## config.mk

```make
export PLATFORM = sky130hd
export DESIGN_NAME = sample_conv_ctrl
export DESIGN_NICKNAME = d
export VERILOG_FILES = /design/src/rtl/sample_conv_ctrl.sv
export SDC_FILE = /design/constraint.sdc
export NUM_CORES = 1
export LEC_CHECK = 0
export ABC_CLOCK_PERIOD_IN_PS = 2800
export BUFFER_PORTS_ARGS = -buffer_cell sky130_fd_sc_hd__buf_4
export CORE_UTILIZATION = 25
export CTS_CLUSTER_DIAMETER = 80
export DETAILED_ROUTE_END_ITERATION = 10
export PLACE_DENSITY = 0.43
export SLEW_MARGIN = 20
export SYNTH_ARGS = -nofsm -noshare
export SYNTH_HDL_FRONTEND = slang
export SYNTH_SLANG_ARGS = --single-unit
```

## constraint.sdc

```tcl
create_clock -name clk -period 2.8 [get_ports clk]
set_clock_uncertainty 0.1 [all_clocks]
set_input_delay 0.28 -clock clk [delete_from_list [all_inputs] [get_ports clk]]
set_output_delay 0.28 -clock clk [all_outputs]
set_load 0.01 [all_outputs]
```

## src/rtl/sample_conv_ctrl.sv

```systemverilog
module sample_conv_ctrl #(
  parameter int DATA_W      = 16,
  parameter int CONV_CYCLES = 125,
  parameter int MIN_PULSE   = 3
) (
  input  logic              clk,
  input  logic              rst_n,
  input  logic              cs_n,
  input  logic              rc_n,
  input  logic              byte_sel,
  input  logic              fmt_sb,
  input  logic              pwr_dn,
  input  logic [DATA_W-1:0] result_in,
  output logic              busy_n,
  output logic [7:0]        dbus,
  output logic              dbus_oe
);
  localparam int HALF = DATA_W / 2;
  localparam int CW   = $clog2(CONV_CYCLES + 1);
  localparam int PW   = $clog2(MIN_PULSE + 1);

  logic [1:0]        cs_sy, rc_sy;
  logic              cmd_q, armed, conv;
  logic [PW-1:0]     low_cnt, low_len;
  logic [CW-1:0]     conv_cnt;
  logic [DATA_W-1:0] res_q, word;
  logic              cmd, go;

  assign cmd = cs_sy[1] | rc_sy[1];

  always_comb begin
    if (cmd_q && !cmd)
      low_len = PW'(1);
    else if (armed && !cmd)
      low_len = (low_cnt == PW'(MIN_PULSE)) ? low_cnt : low_cnt + PW'(1);
    else
      low_len = '0;
  end

  assign go = (low_len == PW'(MIN_PULSE)) && !conv && !pwr_dn;

  always_ff @(posedge clk or negedge rst_n) begin
    if (!rst_n) begin
      cs_sy    <= 2'b11;
      rc_sy    <= 2'b11;
      cmd_q    <= 1'b1;
      armed    <= 1'b0;
      low_cnt  <= '0;
      conv     <= 1'b0;
      conv_cnt <= '0;
      res_q    <= '0;
    end else begin
      cs_sy <= {cs_sy[0], cs_n};
      rc_sy <= {rc_sy[0], rc_n};
      cmd_q <= cmd;
      if (go) begin
        conv     <= 1'b1;
        conv_cnt <= CW'(CONV_CYCLES - 1);
        armed    <= 1'b0;
      end else begin
        armed   <= (low_len != '0) && !conv;
        low_cnt <= low_len;
        if (conv) begin
          if (conv_cnt == '0) begin
            conv  <= 1'b0;
            res_q <= result_in;
          end else begin
            conv_cnt <= conv_cnt - CW'(1);
          end
        end
      end
    end
  end

  assign busy_n  = ~conv;
  assign word    = {res_q[DATA_W-1] ^ fmt_sb, res_q[DATA_W-2:0]};
  assign dbus_oe = !cs_n && rc_n;
  assign dbus    = !dbus_oe ? 8'h00 :
                   byte_sel ? word[HALF-1:0] : word[DATA_W-1:HALF];

  p_latch_at_end_r4: assert property (@(posedge clk) disable iff (!rst_n)
    $rose(busy_n) |-> res_q == $past(result_in));
  p_hold_while_busy_r5: assert property (@(posedge clk) disable iff (!rst_n)
    !busy_n |=> ($stable(res_q) || busy_n));
  p_pd_blocks_r9: assert property (@(posedge clk) disable iff (!rst_n)
    (pwr_dn && busy_n) |=> busy_n);
  p_min_low_r3: assert property (@(posedge clk) disable iff (!rst_n)
    $fell(busy_n) |-> ($past(low_len) == PW'(MIN_PULSE) && !$past(cmd)));
  p_bus_quiet_r8: assert property (@(posedge clk) disable iff (!rst_n)
    !dbus_oe |-> dbus == 8'h00);
endmodule

```

==> qor.tcl <==
set qor(outcome) {finished, final reports clean}
set qor(setup.reg_to_reg.worst_slack_ns) 0.71
set qor(dr_total_vias) 981
set qor(fin_area_um2) 1838
set qor(clk-insertion-delay-late_ns) 0.28
set qor(num_antenna_cells) 0
set qor(cts-htree-levels) 2
set qor(all_layer_gr_usage_pct) 10.97
set qor(setup_total_negative_slack_ns) 0
set qor(ys.warnings.count) 0
set qor(core_region_area_um2) 5507
set qor(synth_sequential_area_ratio_pct) 56.18
set qor(synth.ff_latch_count) 32
set qor(crit_path_max_fanout) 16
set qor(floorplan.initialDensity_pct) 26.08
set qor(drv.max_cap_violation_count) 0
set qor(hold-worst-slack_ns) 0.1280
set qor(utilization_pct) 33.38
set qor(vdd_drop_max_mv) 0.1938
set qor(detail_route.wl_per_cell_um) 12.65
set qor(number_of_global_route_vias_before_repair) 1062
set qor(crit_buf_inv) 1
set qor(post_cts_resized) 0
set qor(rr_startpoint) {conv_cnt[0]$_DFFE_PN0P_}
set qor(grt_overflow_total) 0
set qor(wire_length_of_the_first_global_routing_pass_um) 4981
set qor(io_pins) 33
set qor(synth_top_cells_by_area) {dfrtp_1 47%, mux2_2 13%, dfstp_2 9.1%, mux2i_1 5.6%, nor2_1 2.6%}
set qor(dpl.hpwl_um) 2006
set qor(syn_avg_cell_area_um2) 12.38
set qor(holdBufCountCts) 3
set qor(cp-start-kind) {flop}
set qor(worstHoldPathType) {in -> reg}
set qor(async_flop_share_pct) 100.0
set qor(worstPathArrival_ns) 2.16
set qor(crit_start) {conv_cnt[0]$_DFFE_PN0P_}
set qor(drt_pass1_iterations) 4
set qor(port-buffer-count) 32
set qor(drt-total-wl_um) 2847
set qor(criticalPathCategory) {reg -> reg}
set qor(cts_num_sinks) 32
set qor(synthDominantAreaCellType) {dfrtp_1}
set qor(placedInstanceArea_um2) 1727
set qor(fp-row-count) 27
set qor(timing.critical_path.slowest_cell_delay_ns) 0.42
set qor(timing.critical_path.max_delay_family) {simple AND/OR/NAND/NOR gates}
set qor(antenna_found_initial) 0
set qor(finalWorstPathRequiredPeriod_ns) 2.090
set qor(synth_cell_type_count) 33
set qor(power_density_nw_per_um2) 492.8
set qor(yosys.cell_count.top_type) {dfrtp_1}
set qor(chipWidth_um) 77.80
set qor(post_route_cells_drive_above_1_share_pct) 41.83
set qor(setup_viol_count_final) 0
set qor(finalMaxSlewViolations) 0
set qor(fp.dieArea_um2) 6053
set qor(die_height_um) 77.80
set qor(max-slew-margin-rel_pct) 70.50
set qor(synth_enable_flop_cells) 0
set qor(via_per_inst) 4.360
set qor(path_cells) {inv_1 > ha_1 > nor3b_1 > nand3_2 > mux2_2}
set qor(syn_inst) 116
set qor(ant_nets) 0
set qor(rsz0062_at_grt) {false}
set qor(synth.cells.most_frequent) {27 x dfrtp_1, 17 x mux2_2, 10 x nor2_1, 8 x mux2i_1}
set qor(nets) 176
set qor(initialDrtViolationCount) 55
set qor(largest_net_degree_at_the_start_of_global_routing) 33
set qor(postSynth.topFlopCell) {dfrtp_1}
set qor(cts_inserted_buffers) 5
set qor(root_buffer) {clkbuf_8}
set qor(cpMaxStageDelayCell) {nand3_2}
set qor(hold_viol_final) 0
set qor(remaining_drc_errors) 0
set qor(measured_slew_at_the_worst_slew_check_pin_ns) 0.4420
set qor(post-route-period-util_pct) 74.65
set qor(relative_area_change_from_synthesis_to_final_layout_pct) 27.96
set qor(n_fill_cell) 561
set qor(mappedNetlistNets) 140
set qor(max_freq_ghz) 0.4785
set qor(cts_tree) {done}
set qor(post-synth-top-area-fraction_pct) 47.04
set qor(post-cts-setup-buffer-count) 0
set qor(critPathCaptureType) {flop}
set qor(finalWeightedCongestion) 0.7130
set qor(power.leakage_uw) 0.0008267
set qor(required_ns) 2.87
set qor(syn-cell-area_um2) 1436
set qor(hold_path.startpoint) {result_in[2]}
set qor(path_clk_slew_ns) 0.07
set qor(clock_path_buffers) 2
[report_power, final]
group          switching, µW  internal, µW
registers               7.16           481
logic                   33.8          46.5
clock network            163           174
total                    204           702
[per-layer routing]
layer | track usage [%] | wire length (µm) | share of wire [%]
met1 | 13.32 | 1294 | 45
met2 | 16.64 | 1293 | 45
met3 | 4.353 | 204 | 7.2
met4 | 5.660 | 55 | 1.9
met5 | 0 | 0 | 0
[final cells by class]
cell class	count	area, µm²	share of cell area (%)
multi-input combinational	73	570.5	31.04
sequential	32	807.0	43.91
timing repair buffer	35	270.3	14.70
tap	72	90.09	4.901
clock inverter	1	5.005	0.2723
clock buffer	7	76.32	4.152
inverter	5	18.77	1.021
[cells in the final DEF (no fill, tap or decap), drive strengths merged, types with 2 or more instances in the layout]
master	netlist	routed
buf	4	32
dfrtp	27	27
mux2	17	17
nor2	10	10
mux2i	8	8
clkbuf	2	7
inv	5	5
nand2	5	5
dfstp	5	5
nand2b	4	4
nor3	3	3
dlygate4sd3	0	3
o21ai	3	3
or3	2	2
a21oi	2	2
o311ai	2	2
o211ai	2	2
nand3	2	2
[stage by stage]
step	setup WS, ns	power, µW	std cells
final	0.7099	905.8	225
after global routing	0.5092	962.1	225
after detailed placement	0.6891	576.1	214
after global placement	0.7588	574.4	214
after floorplan	0.9564	528.6	116
after CTS	0.6899	925.6	225
[final timing paths]
kind	endpoint	cells past startpoint
max	res_q[6]$_DFFE_PN0P_	5
min reg2reg	cs_sy[1]$_DFF_PN1_	0
max in group asynchronous	cs_sy[1]$_DFF_PN1_	2
min in group asynchronous	armed$_DFF_PN0_	2
max reg2reg	res_q[6]$_DFFE_PN0P_	5
min	res_q[2]$_DFFE_PN0P_	2
[kinds of logic (layout without fill, tap and decap cells)]
group           Yosys count  in the layout  synth area share, %
fa+ha+maj                 1              1               0.8709
flops                    32             32                56.19
compound gates           14             14                7.143
mux                      25             25                18.90
xor+xnor                  1              1               0.6099
buf+inv                  11             48                4.094
simple gates             32             32                12.20
[registers in the layout, summed over array words and instances (netlist names)]
signal,flops
res_q,16
conv_cnt,7
cs_sy,2
low_cnt,2
rc_sy,2
armed,1
cmd_q,1
conv,1
[worst register-to-register path, cell delays in order (launching register included)]
cell and delay [ns]:
dfrtp_1 0.39, inv_1 0.08, ha_1 0.20, nor3b_1 0.38, nand3_2 0.43, mux2_2 0.42
(Power assumes the default switching activity.)
